<file path="src/rtl/alp_pkg.sv">
package alp_pkg;
  localparam int SAMPLE_W = 32;
  localparam int SLOT_W   = 5;

  typedef enum logic [1:0] {
    FMT_I2S   = 2'b00,
    FMT_LEFT  = 2'b01,
    FMT_RIGHT = 2'b10,
    FMT_ALT   = 2'b11
  } fmt_e;

  // strobes from control to datapath
  typedef struct packed {
    logic              fallTick;
    logic              riseTick;
    logic              wrapTick;
    logic              inWin;
    logic              half;
    logic [SLOT_W-1:0] bitIdx;
  } strobe_t;
endpackage

</file>
<file path="src/rtl/alp_ctrl.sv">
module alp_ctrl #(
  parameter int WORD_BITS = 24,
  parameter int DIV_W     = 4
) (
  input  logic              clk,
  input  logic              rstN,
  input  logic              en,
  input  logic [1:0]        fmt,
  input  logic [DIV_W-1:0]  divHalf,
  output logic              bclk,
  output logic              lrck,
  output alp_pkg::strobe_t  stb
);
  import alp_pkg::*;

  localparam logic [5:0] RJ_START = 6'(32 - WORD_BITS);

  logic [DIV_W-1:0] divCnt, divLim;
  logic [5:0]       bitPos;
  logic             atLim;
  logic [5:0]       startSlot, slotExt, off;

  assign divLim = (divHalf == '0) ? '0 : divHalf - 1'b1;
  assign atLim  = en && (divCnt >= divLim);

  always_ff @(posedge clk or negedge rstN) begin
    if (!rstN) begin
      divCnt <= '0;
      bclk   <= 1'b0;
      bitPos <= '0;
    end else if (!en) begin
      divCnt <= '0;
      bclk   <= 1'b0;
      bitPos <= '0;
    end else if (atLim) begin
      divCnt <= '0;
      bclk   <= ~bclk;
      if (bclk) bitPos <= bitPos + 6'd1;
    end else begin
      divCnt <= divCnt + 1'b1;
    end
  end

  assign lrck = bitPos[5];

  always_comb begin
    case (fmt_e'(fmt))
      FMT_LEFT:  startSlot = 6'd0;
      FMT_RIGHT: startSlot = RJ_START;
      default:   startSlot = 6'd1;
    endcase
  end

  assign slotExt = {1'b0, bitPos[4:0]};
  assign off     = slotExt - startSlot;

  assign stb.fallTick = atLim && bclk;
  assign stb.riseTick = atLim && !bclk;
  assign stb.wrapTick = atLim && bclk && (bitPos == 6'd63);
  assign stb.inWin    = (slotExt >= startSlot) && (off < 6'(WORD_BITS));
  assign stb.half     = bitPos[5];
  assign stb.bitIdx   = 5'd31 - off[4:0];
endmodule

</file>
<file path="src/rtl/alp_dpath.sv">
module alp_dpath #(
  parameter int LANES  = 4,
  parameter int LANE_W = 2
) (
  input  logic                          clk,
  input  logic                          rstN,
  input  logic                          en,
  input  logic                          dirOut,
  input  logic [LANE_W-1:0]             lanesM1,
  input  alp_pkg::strobe_t              stb,
  input  logic                          txValid,
  output logic                          txReady,
  input  logic [alp_pkg::SAMPLE_W-1:0]  txData,
  output logic                          rxValid,
  input  logic                          rxReady,
  output logic [alp_pkg::SAMPLE_W-1:0]  rxData,
  output logic [LANES-1:0]              sdOut,
  input  logic [LANES-1:0]              sdIn,
  output logic                          underrun
);
  import alp_pkg::*;

  localparam int CH    = 2 * LANES;
  localparam int IDX_W = $clog2(CH);
  localparam int CNT_W = IDX_W + 1;

  logic [SAMPLE_W-1:0] nextBuf  [CH];
  logic [SAMPLE_W-1:0] frameBuf [CH];
  logic [SAMPLE_W-1:0] capBuf   [CH];
  logic [SAMPLE_W-1:0] outBuf   [CH];
  logic [CNT_W-1:0]    fillCnt, rxIdx, need;
  logic                txMode, rxMode, txTake, underrunQ;

  assign need    = CNT_W'({lanesM1, 1'b0}) + CNT_W'(2);
  assign txMode  = en && dirOut;
  assign rxMode  = en && !dirOut;
  assign txReady = txMode && (fillCnt < need);
  assign txTake  = txValid && txReady;
  assign underrun = underrunQ;

  // output side: stage next frame, swap at frame wrap
  always_ff @(posedge clk or negedge rstN) begin
    if (!rstN) begin
      fillCnt   <= '0;
      underrunQ <= 1'b0;
      for (int i = 0; i < CH; i++) begin
        frameBuf[i] <= '0;
        nextBuf[i]  <= '0;
      end
    end else if (!txMode) begin
      fillCnt   <= '0;
      underrunQ <= 1'b0;
      for (int i = 0; i < CH; i++) frameBuf[i] <= '0;
    end else begin
      if (txTake) nextBuf[fillCnt[IDX_W-1:0]] <= txData;
      if (stb.wrapTick && (fillCnt == need)) begin
        for (int i = 0; i < CH; i++) frameBuf[i] <= nextBuf[i];
        fillCnt <= '0;
      end else begin
        if (stb.wrapTick) begin
          for (int i = 0; i < CH; i++) frameBuf[i] <= '0;
          underrunQ <= 1'b1;
        end
        if (txTake) fillCnt <= fillCnt + 1'b1;
      end
    end
  end

  for (genvar l = 0; l < LANES; l++) begin : g_lane
    logic [IDX_W-1:0] chSel;
    assign chSel    = IDX_W'(2 * l) + IDX_W'(stb.half);
    assign sdOut[l] = txMode && stb.inWin && (LANE_W'(l) <= lanesM1)
                      && frameBuf[chSel][stb.bitIdx];
  end

  // input side: capture on rising bit clock, publish at frame wrap
  always_ff @(posedge clk or negedge rstN) begin
    if (!rstN) begin
      rxIdx <= CNT_W'(CH);
      for (int i = 0; i < CH; i++) begin
        capBuf[i] <= '0;
        outBuf[i] <= '0;
      end
    end else if (!rxMode) begin
      rxIdx <= CNT_W'(CH);
      for (int i = 0; i < CH; i++) capBuf[i] <= '0;
    end else begin
      if (stb.riseTick && stb.inWin) begin
        for (int l = 0; l < LANES; l++)
          if (LANE_W'(l) <= lanesM1)
            capBuf[IDX_W'(2 * l) + IDX_W'(stb.half)][stb.bitIdx] <= sdIn[l];
      end
      if (stb.wrapTick) begin
        for (int i = 0; i < CH; i++) outBuf[i] <= capBuf[i];
        rxIdx <= '0;
      end else if (rxValid && rxReady) begin
        rxIdx <= rxIdx + 1'b1;
      end
    end
  end

  assign rxValid = rxMode && (rxIdx < need);
  assign rxData  = outBuf[rxIdx[IDX_W-1:0]];
endmodule

</file>
<file path="src/rtl/audio_lane_port.sv">
module audio_lane_port #(
  parameter int WORD_BITS = 24,
  parameter int LANES     = 4,
  parameter int DIV_W     = 4
) (
  input  logic                 clk,
  input  logic                 rstN,
  input  logic                 cfgEnable,
  input  logic                 cfgDirOut,
  input  logic [1:0]           cfgFormat,
  input  logic [1:0]           cfgLanes,
  input  logic [DIV_W-1:0]     cfgDivHalf,
  input  logic                 txValid,
  output logic                 txReady,
  input  logic [31:0]          txData,
  output logic                 rxValid,
  input  logic                 rxReady,
  output logic [31:0]          rxData,
  output logic                 bclk,
  output logic                 lrck,
  output logic [LANES-1:0]     sdOut,
  input  logic [LANES-1:0]     sdIn,
  output logic                 underrun
);
  alp_pkg::strobe_t stb;

  alp_ctrl #(.WORD_BITS(WORD_BITS), .DIV_W(DIV_W)) u_ctrl (
    .clk(clk), .rstN(rstN), .en(cfgEnable), .fmt(cfgFormat),
    .divHalf(cfgDivHalf), .bclk(bclk), .lrck(lrck), .stb(stb)
  );

  alp_dpath #(.LANES(LANES), .LANE_W(2)) u_dpath (
    .clk(clk), .rstN(rstN), .en(cfgEnable), .dirOut(cfgDirOut),
    .lanesM1(cfgLanes), .stb(stb),
    .txValid(txValid), .txReady(txReady), .txData(txData),
    .rxValid(rxValid), .rxReady(rxReady), .rxData(rxData),
    .sdOut(sdOut), .sdIn(sdIn), .underrun(underrun)
  );
endmodule

</file>
<file path="config.mk">
export PLATFORM = sky130hd
export DESIGN_NAME = audio_lane_port
export DESIGN_NICKNAME = d
export VERILOG_FILES = /design/src/rtl/alp_pkg.sv /design/src/rtl/alp_ctrl.sv /design/src/rtl/alp_dpath.sv /design/src/rtl/audio_lane_port.sv
export SDC_FILE = /design/constraint.sdc
export NUM_CORES = 1
export LEC_CHECK = 0
export BUFFER_PORTS_ARGS = -buffer_cell sky130_fd_sc_hd__buf_2
export CAP_MARGIN = 20
export CORE_MARGIN = 10
export CORE_UTILIZATION = 65
export DETAILED_ROUTE_END_ITERATION = 12
export GPL_ROUTABILITY_DRIVEN = 0
export GPL_TIMING_DRIVEN = 0
export PLACE_DENSITY_LB_ADDON = 0.05
export SYNTH_ARGS = -nofsm -noshare
export SYNTH_HDL_FRONTEND = slang
export SYNTH_SLANG_ARGS = --single-unit
</file>
<file path="constraint.sdc">
create_clock -name clk -period 7.9 [get_ports clk]
set_clock_uncertainty 0.05 [all_clocks]
set_input_delay 0.395 -clock clk [delete_from_list [all_inputs] [get_ports clk]]
set_output_delay 0.395 -clock clk [all_outputs]
set_load 0.01 [all_outputs]
</file>
==> results of run 1 <==
## cell families (layout without fill, tap and decap cells)
family	count (synthesis)	after routing
XOR/XNOR	19	19
multiplexers	807	807
flip-flops	932	932
buffers and inverters	259	538
adder cells (fa/ha/maj)	20	20
AO/OA/AOI/OAI	241	241
AND/OR/NAND/NOR	617	617
## critical path, cell delays in order (launching register included)
cell and delay [ns]:
dfrtp_1 0.40, inv_1 0.09, ha_1 0.24, ha_1 0.28, buf_2 0.28, buf_2 0.41
clkbuf_1 0.68, mux4_2 0.35, mux2i_1 0.18, a221o_1 0.43, nor3_1 0.40, buf_2 0.23
## report_power, final
group          total [mW]  internal (mW)  switching (mW)  leakage (nW)
logic               0.593          0.150           0.442          8.17
registers            4.86           4.83          0.0313          13.0
clock network        4.65           2.76            1.89          1.61
total                10.1           7.74            2.36          22.7
## how the worst max path moves through the flow
stage                     slack (ns)  cells past startpoint                         start                               end
after global routing            2.74                     12  u_ctrl.bitPos[0]$_DFFE_PN0P_                          sdOut[2]
final                           2.83                     11  u_ctrl.bitPos[0]$_DFFE_PN0P_                          sdOut[0]
after global placement        -12.44                      1                          rstN  u_dpath.nextBuf[214]$_DFFE_PN0P_
after floorplan                 4.65                     11                  cfgFormat[0]                          sdOut[1]
after detailed placement        3.23                     14                  cfgFormat[0]                          sdOut[2]
after CTS                       2.86                     12  u_ctrl.bitPos[0]$_DFFE_PN0P_                          sdOut[2]
## final cells by class
cell class / count / area (um2)
repair buffers: 104 / 756
flip-flops and latches: 932 / 23300
plain buffers: 248 / 1200
multi-input cells: 1704 / 15600
inverters: 11 / 41.3
well taps: 790 / 988
clock inverters: 32 / 390
clock buffers: 143 / 2860
fillers: 4051 / 16300
## per-stage QoR
| stage | hold slack, ns | cells | instance area, um2 | utilization, % | worst slack, ns |
|---|---|---|---|---|---|
| final | 0.0378 | 3964 | 45200 | 73.5 | 2.83 |
| after global placement | 0.413 | 3771 | 41600 | 67.6 | -12.44 |
| after global routing | 0.0397 | 3964 | 45200 | 73.5 | 2.74 |
| after floorplan | 0.0494 | 2895 | 40200 | - | 4.65 |
| after detailed placement | 0.312 | 3781 | 41800 | 68.1 | 3.23 |
| after CTS | 0.0241 | 3961 | 45100 | 73.4 | 2.86 |
## flip-flops by register name (all words and copies together) (netlist names)
name / count
u_ctrl.divCnt: 4
u_dpath.frameBuf: 200
u_dpath.nextBuf: 200
u_dpath.rxIdx: 4
u_dpath.outBuf: 256
u_dpath.capBuf: 256
u_dpath.underrun: 1
u_ctrl.bclk: 1
u_ctrl.bitPos: 6
u_dpath.fillCnt: 4
## metal layers
layer  part of all wire (%)  up-vias  global-route usage, %
met5                      0        -                      0
met4                    6.2        0                   18.2
met3                    6.2      313                   5.16
met2                     49     1040                   50.9
met1                     39    13600                   39.7
li1                       -    10900                      -
## repair_timing
item	in CTS	in global routing
gates resized for setup	0	0
hold buffers	5	0
endpoints found under the hold margin	66	0
## placed cells by master, fill, tap and decap left out, types with 20 or more instances in the layout
master	n
a22o_1	200
and2_1	79
buf_2	217
clkbuf_1	107
clkbuf_16	98
clkbuf_8	24
dfrtp_1	931
ha_1	20
mux2_1	39
mux2_2	450
mux2i_1	205
mux4_2	113
nand2_1	237
nand3_1	181
nor2_1	47
==> flow_summary_export.csv, run 1 <==
group,metric,value,unit
status,status,"finished clean",
synth,yosysMostFrequentCell,"dfrtp_1",
clock_tree,htree_num_levels,3,
clock_tree,path_clk_slew,0.06,ns
die,ios,91,
final_layout,area.growth.synth_to_final,12.5,%
synth,synth.avg_cell_area,13.9,um2
die,dieWidth,269,um
worst_hold_path,min_path_type,"in2reg",
power,power_leakage,22.7,nW
route,drt-pass1-iter-count,7,
route,drt-vias-per-instance,6.50,
timing,finalSetupViolCount,0,
route,vias,25800,
placement,dpl.hpwl,76000,um
timing,hold_violations,0,
route,finalWirelength,111000,um
worst_hold_path,hold_end,"u_dpath.rxIdx[1]$_DFFE_PN0P_",
timing,min_period,5.07,ns
critical_path,worstSetupPathType,"reg2out",
timing,tightestPinTransition,1.22,ns
power,p_total,10.1,mW
critical_path,timing.rr.start,"u_ctrl.bitPos[0]$_DFFE_PN0P_",
route,wl_per_cell,27.9,um
worst_hold_path,min_path_cells,3,
synth,ys_warn_count,0,
synth,netlist.area_leader.share,58.0,%
synth,synth-simple-area-share,7.45,%
die,die_area,72100,um2
synth,synth_top_family_by_area,"multiplexers",
synth,netlist.top_cell.by_area,"dfrtp_1",
synth,synth_seq_cells,932,
clock_tree,insertion_delay,0.66,ns
job,maxCapViolations,0,
synth,synthAdderAreaFrac,0.623,%
timing,fin_tns_setup,0,ns
critical_path,rrSetupSlack,3.53,ns
synth,ys_top_cells_by_area,"dfrtp_1, mux2_2, mux4_2, mux2i_1, a22o_1",
synth,synth-edff-count,0,
timing,rsz0062_at_grt,"no",
synth,yosys-top-cells-count,"dfrtp_1, mux2_2, nand2_1, mux2i_1, a22o_1",
synth,ys.flop_type,"dfrtp_1",
critical_path,worstPathRequired,7.46,ns
critical_path,worstRegToRegCells,11,
clock_tree,post_cts_buffers,0,
clock_tree,clock_path_buffers,3,
critical_path,cp.arrival,4.62,ns
die,die_h,269,um
synth,ys_seq_area_share,58.1,%
global_routing,grt-ovfl-total,0,
die,core,61500,um2
global_routing,grt.total_usage,31.3,%
clock_tree,cts_tree,"done",
die,start_util,65.3,%
critical_path,worst_setup_path_start_kind,"flop",
timing,slew_viol_final,0,
clock_tree,numClockSinks,932,
global_routing,grt_pass1_wl,169000,um
worst_hold_path,hold_start,"rxReady",
final_layout,antennaDiodeCount,0,
synth,synth_nets,2965,
synth,synthDistinctLibCells,67,
power,pwr_density_cell,224,nW/um2
timing,timing.final.crit_share,64.2,%
route,drc_errors,0,
final_layout,layout-drive-gt1-share,31.1,%
synth,netlist_area,40200,um2
critical_path,cp_max_fo,10,
timing,max_freq,197,MHz
clock_tree,root_buffer,"clkbuf_16",
global_routing,antenna_found_initial,0,
synth,async_flop_share,100,%
final_layout,fin_nets,3165,
clock_tree,cts_buffers,94,
critical_path,reg2reg_to,"u_dpath.capBuf[251]$_DFFE_PN0P_",
timing,max_slew_margin,18.5,%
synth,synth_compound_area_share,5.16,%
placement,portBuffers,86,
synth,synthMuxAreaShare,25.2,%
die,placementRows,91,
synth,synth-xor-area-share,0.452,%
power,ir_worst_vdd,0.000201,V
global_routing,grt_pass1_vias,27300,
global_routing,grt_max_degree,134,
critical_path,cp-end-kind,"primary output",
route,ant_nets,0,
route,drt_iter0_drc,2360,
synth,synthCells,2895,
No activity file was read; power rests on OpenSTA's default activity.
==> run 2: changes to the inputs <==
CORE_UTILIZATION = 62   (was 65)
clock period = 4.9 ns   (was 7.9 ns; I/O delays follow)
==> flow_summary_export.csv, run 2 (synthesis results as in run 1) <==
group,metric,value,unit
status,status,"finished clean",
placement,placed_cells,3850,
final_layout,final_common_cell,"dfrtp_1",
die,start_util,62.4,%
timing,hold_violations,0,
placement,portBuffers,86,
critical_path,slowest_stage,"a2111oi_1",
global_routing,grtUsageMet2,49.9,%
critical_path,worst_setup_path_start_kind,"flop",
die,die_area,75400,um2
global_routing,grt_busiest_layer,"met2",
timing,slew_viol_final,0,
clock_tree,cts_tree,"done",
global_routing,grt_pass1_wl,169000,um
critical_path,crit_family,"buffers and inverters",
die,placementRows,93,
critical_path,cp.arrival,4.45,ns
timing,rsz0062_at_grt,"no",
timing,max_freq,211,MHz
timing,finalSetupViolCount,0,
placement,place_area,42000,um2
timing,worst_slack,0.153,ns
clock_tree,clock_path_buffers,3,
critical_path,critPathMaxStageDelay,0.73,ns
global_routing,grt_max_degree,132,
worst_hold_path,min_path_type,"in2reg",
final_layout,fin_nets,3190,
timing,max_slew_margin,15.0,%
final_layout,reg_top3,"u_dpath.capBuf (256), u_dpath.outBuf (256)",
critical_path,cp_max_fo,10,
die,die_h,275,um
power,pwr_density_cell,356,nW/um2
placement,dp_slack,0.401,ns
die,dieWidth,275,um
clock_tree,numClockSinks,932,
global_routing,grt.total_usage,29.8,%
clock_tree,path_clk_slew,0.06,ns
final_layout,instances_no_fill,4049,
timing,min_period,4.75,ns
final_layout,layout_common_cells,"dfrtp_1, mux2_2, nand2_1",
route,finalWirelength,111000,um
clock_tree,htree_num_levels,3,
clock_tree,insertion_delay,0.66,ns
critical_path,cp-end-kind,"primary output",
global_routing,grt_pass1_vias,27400,
final_layout,postLayoutCellArea,45400,um2
final_layout,area.growth.synth_to_final,13.1,%
global_routing,antenna_found_initial,1,
critical_path,worstPathRequired,4.61,ns
route,drt-pass1-iter-count,7,
die,core,64300,um2
critical_path,cp_num_buf_inv,5,
route,vias,25800,
route,ant_nets,0,
route,drc_errors,0,
global_routing,use_met3,4.67,%
job,maxCapViolations,0,
timing,fin_tns_setup,0,ns
global_routing,gr-usage-met1,38.0,%
final_layout,layout-drive-gt1-share,30.9,%
critical_path,path_cells,"inv_1 > ha_1 > ha_1 > buf_2 > buf_2 > buf_2 > mux4_2 > nand2_1 > nand2_1 > a22oi_1 > a2111oi_1 > buf_2",
clock_tree,root_buffer,"clkbuf_16",
global_routing,grt-ovfl-total,0,
critical_path,worstSetupPathType,"reg2out",
route,wl_per_cell,27.3,um
critical_path,crit_top_cell,"buf_2",
power,power_leakage,22.8,nW
timing,tightestPinTransition,1.28,ns
timing,timing.final.crit_share,96.9,%
route,drt-vias-per-instance,6.37,
die,ios,91,
placement,dpl.hpwl,76400,um
route,drt_iter0_drc,2168,
clock_tree,cts_buffers,93,
power,ir_worst_vdd,0.000362,V
[run 2: changes by cell type in the layout (fill, tap and decap cells not counted), moves of 2 or more]
cell	delta
buf_4	+2
buf_8	+2
clkbuf_1	-2
clkbuf_16	-3
clkbuf_8	-5
clkinv_2	+2
clkinvlp_4	-2
dlygate4sd3_1	+22
[run 2: power breakdown]
part | leakage [nW] | internal [mW] | total [mW] | switching (mW)
logic | 8.29 | 0.258 | 0.972 | 0.715
clock network | 1.56 | 4.32 | 7.35 | 3.03
registers | 13.0 | 7.78 | 7.83 | 0.0495
total | 22.8 | 12.4 | 16.2 | 3.79
[run 2: cell type report]
class	instances	area, um2
Buffer	248	1200
Multi-Input combinational cell	1704	15600
Sequential cell	932	23300
Tap cell	855	1070
Fill cell	4376	18900
Antenna cell	1	2.50
Clock inverter	34	432
Inverter	11	41.3
Clock buffer	134	2710
Timing Repair Buffer	130	1020
[run 2: stage by stage]
stage	hold slack [ns]	total power [mW]	utilization (%)
after global routing	0.00694	16.6	70.6
after floorplan	-0.101	8.38	-
after CTS	0.00316	16.2	70.5
after detailed placement	0.152	8.91	65.2
after global placement	0.412	8.86	64.7
final	0.00193	16.2	70.6
[run 2: path summary, 6_finish.rpt]
kind | start | slack (ns) | cells after the start | to
min | txData[15] | 0.002 | 2 | u_dpath.nextBuf[207]$_DFFE_PN0P_
max | u_ctrl.bitPos[0]$_DFFE_PN0P_ | 0.15 | 12 | sdOut[3]
max reg2reg | u_ctrl.bitPos[0]$_DFFE_PN0P_ | 0.36 | 11 | u_dpath.capBuf[239]$_DFFE_PN0P_
max in group asynchronous | rstN | 2.68 | 5 | u_dpath.nextBuf[217]$_DFFE_PN0P_
min reg2reg | u_ctrl.divCnt[0]$_DFF_PN0_ | 0.43 | 1 | u_ctrl.divCnt[0]$_DFF_PN0_
min in group asynchronous | rstN | 0.07 | 2 | u_dpath.capBuf[25]$_DFFE_PN0P_
[run 2: per-layer routing]
layer	up-vias	routed length, um
li1	10900	-
met1	13600	43700
met2	970	55100
met3	274	6210
met4	0	5690
met5	-	0
[run 2: timing repair]
action / in CTS / in global routing
resized for setup: 1 / 1
endpoints found under the setup margin: 1 / 1
cloned: 0 / 0
hold endpoints to repair: 311 / 0
setup buffers: 0 / 0
hold buffers: 27 / 0
==> run 3: changes to the inputs <==
--- a/config.mk
+++ b/config.mk
@@ -7,7 +7,7 @@
 export LEC_CHECK = 0
-export BUFFER_PORTS_ARGS = -buffer_cell sky130_fd_sc_hd__buf_2
 export CAP_MARGIN = 20
 export CORE_MARGIN = 10
-export CORE_UTILIZATION = 62
+export CORE_UTILIZATION = 63
 export DETAILED_ROUTE_END_ITERATION = 12
+export DONT_BUFFER_PORTS = 1
 export GPL_ROUTABILITY_DRIVEN = 0
--- a/constraint.sdc
+++ b/constraint.sdc
@@ -4,2 +4,2 @@
 set_output_delay 0.245 -clock clk [all_outputs]
-set_load 0.01 [all_outputs]
+set_load 0.1 [all_outputs]
==> flow_summary_export.csv, run 3 (synthesis results as in run 1) <==
group,metric,value,unit
global_routing,grt-ovfl-total,0,
global_routing,grt.total_usage,30.0,%
status,violations,"hold timing, slew limit",
worst_hold_path,min_path_type,"in2async",
timing,fin_tns_setup,0,ns
final_layout,area.growth.synth_to_final,12.1,%
route,ant_nets,0,
final_layout,register_area,23300,um2
critical_path,rrSetupSlack,0.51,ns
route,drt-vias-per-instance,6.38,
critical_path,cp_max_fo,10,
die,start_util,63.7,%
critical_path,cp-end-kind,"primary output",
global_routing,grt_pass1_wl,168000,um
timing,max_slew_margin,-87.6,%
clock_tree,post_cts_buffers,0,
job,maxCapViolations,0,
placement,portBuffers,0,
clock_tree,cts_buffers,95,
global_routing,antenna_found_initial,4,
critical_path,critPathMaxStageDelay,0.44,ns
route,drc_errors,0,
clock_tree,insertion_delay,0.65,ns
placement,dpl.hpwl,75200,um
route,drt-pass1-iter-count,7,
global_routing,grt_pass1_vias,26700,
clock_tree,cts_tree,"done",
final_layout,fin_util,71.3,%
critical_path,slowest_stage,"clkbuf_2",
clock_tree,path_clk_slew,0.07,ns
route,wl_per_cell,28.0,um
critical_path,worstSetupPathType,"reg2out",
global_routing,grt_max_degree,933,
die,dieWidth,272,um
final_layout,layout_common_cells,"dfrtp_1, mux2_2, nand2_1",
placement,dp_slack,0.262,ns
critical_path,reg2reg_to,"u_dpath.capBuf[47]$_DFFE_PN0P_",
clock_tree,clock_path_buffers,3,
power,p_total,16.0,mW
timing,max_freq,213,MHz
critical_path,worst_setup_path_start_kind,"flop",
clock_tree,root_buffer,"clkbuf_16",
die,placementRows,92,
timing,tightestPinTransition,2.81,ns
final_layout,nFillCells,4388,
critical_path,path_cells,"inv_1 > ha_1 > ha_1 > buf_2 > buf_2 > clkbuf_2 > mux4_2 > mux2i_1 > a221o_1 > nor3_2 > buf_16",
clock_tree,numClockSinks,932,
power,ir_worst_vdd,0.000302,V
timing,worst_slack,0.213,ns
critical_path,timing.rr.start,"u_ctrl.bitPos[0]$_DFFE_PN0P_",
clock_tree,hold_buffers,33,
die,core,63100,um2
final_layout,multiInputGateArea,15700,um2
power,power_leakage,22.4,nW
route,finalWirelength,111000,um
critical_path,worstPathRequired,4.61,ns
timing,timing.final.crit_share,95.7,%
final_layout,layout-drive-gt1-share,28.9,%
critical_path,worstRegToRegCells,11,
power,pwr_density_cell,356,nW/um2
die,ios,91,
clock_tree,htree_num_levels,3,
die,die_area,74300,um2
timing,rsz0062_at_grt,"no",
final_layout,final_common_cell,"dfrtp_1",
timing,finalSetupViolCount,0,
status,status,"finished with violations",
critical_path,cp.arrival,4.39,ns
timing,min_period,4.69,ns
final_layout,reg_top3,"u_dpath.capBuf (256), u_dpath.outBuf (256)",
timing,hold_violations,931,
timing,slew_viol_final,667,
timing,hold_ws,-0.745,ns
route,vias,25300,
route,drt_iter0_drc,2496,
die,die_h,272,um
final_layout,fin_nets,3108,
run 3: worst max path at each step:
| stage | startpoint | to | slack (ns) | cells past startpoint |
|---|---|---|---|---|
| floorplan | cfgFormat[0] | sdOut[0] | 0.18 | 11 |
| global placement | cfgFormat[0] | sdOut[0] | -1.19 | 11 |
| detailed placement | cfgFormat[0] | sdOut[2] | 0.26 | 12 |
| CTS | u_ctrl.bitPos[0]$_DFFE_PN0P_ | sdOut[2] | 0.10 | 11 |
| global route | u_ctrl.bitPos[0]$_DFFE_PN0P_ | sdOut[2] | 0.08 | 11 |
| finish | u_ctrl.bitPos[0]$_DFFE_PN0P_ | sdOut[0] | 0.21 | 11 |
run 3: per-layer routing:
| layer | vias to the layer above | wire length, um | global-route usage (%) |
|---|---|---|---|
| li1 | 10700 | - | - |
| met1 | 13400 | 43000 | 37.8 |
| met2 | 941 | 55300 | 50.0 |
| met3 | 237 | 6980 | 4.93 |
| met4 | 0 | 5490 | 14.9 |
| met5 | - | 0 | 0 |
run 3: power breakdown:
part	internal [mW]	leakage [nW]	total, mW	switching, mW
Clock	4.32	1.54	7.37	3.05
Combinational	0.235	7.86	0.808	0.573
Sequential	7.78	13.0	7.85	0.0651
Total	12.3	22.4	16.0	3.69
run 3: through the flow:
stage          std cells  cell area (um2)
3_3_place_gp        3741            41200
5_1_grt             3961            45000
3_5_place_dp        3751            41400
4_1_cts             3955            45000
6_report            3961            45000
2_1_floorplan       2895            40200
run 3: repair_timing:
item	4_1_cts	5_1_grt
endpoints found under the setup margin	3	1
hold endpoints to repair	1151	932
pin swaps	0	0
gates resized for setup	3	1
run 3: final cells by class:
cell class	count	share of cell area [%]
Clock buffer	135	6.00
Sequential cell	932	51.8
Inverter	11	0.0917
Clock inverter	36	1.07
Multi-Input combinational cell	1704	34.8
Antenna cell	3	0.0167
Timing Repair Buffer	46	1.21
Tap cell	846	2.35
Buffer	248	2.67
run 3: critical path: cells and delay by family, from the launching register on:
| family | cells | cell delay, ns |
|---|---|---|
| buffers and inverters | 5 | 1.46 |
| adder cells (fa/ha/maj) | 2 | 0.52 |
| flip-flops | 1 | 0.41 |
| AND/OR/NAND/NOR | 1 | 0.42 |
| AO/OA/AOI/OAI | 1 | 0.44 |
| multiplexers | 2 | 0.48 |
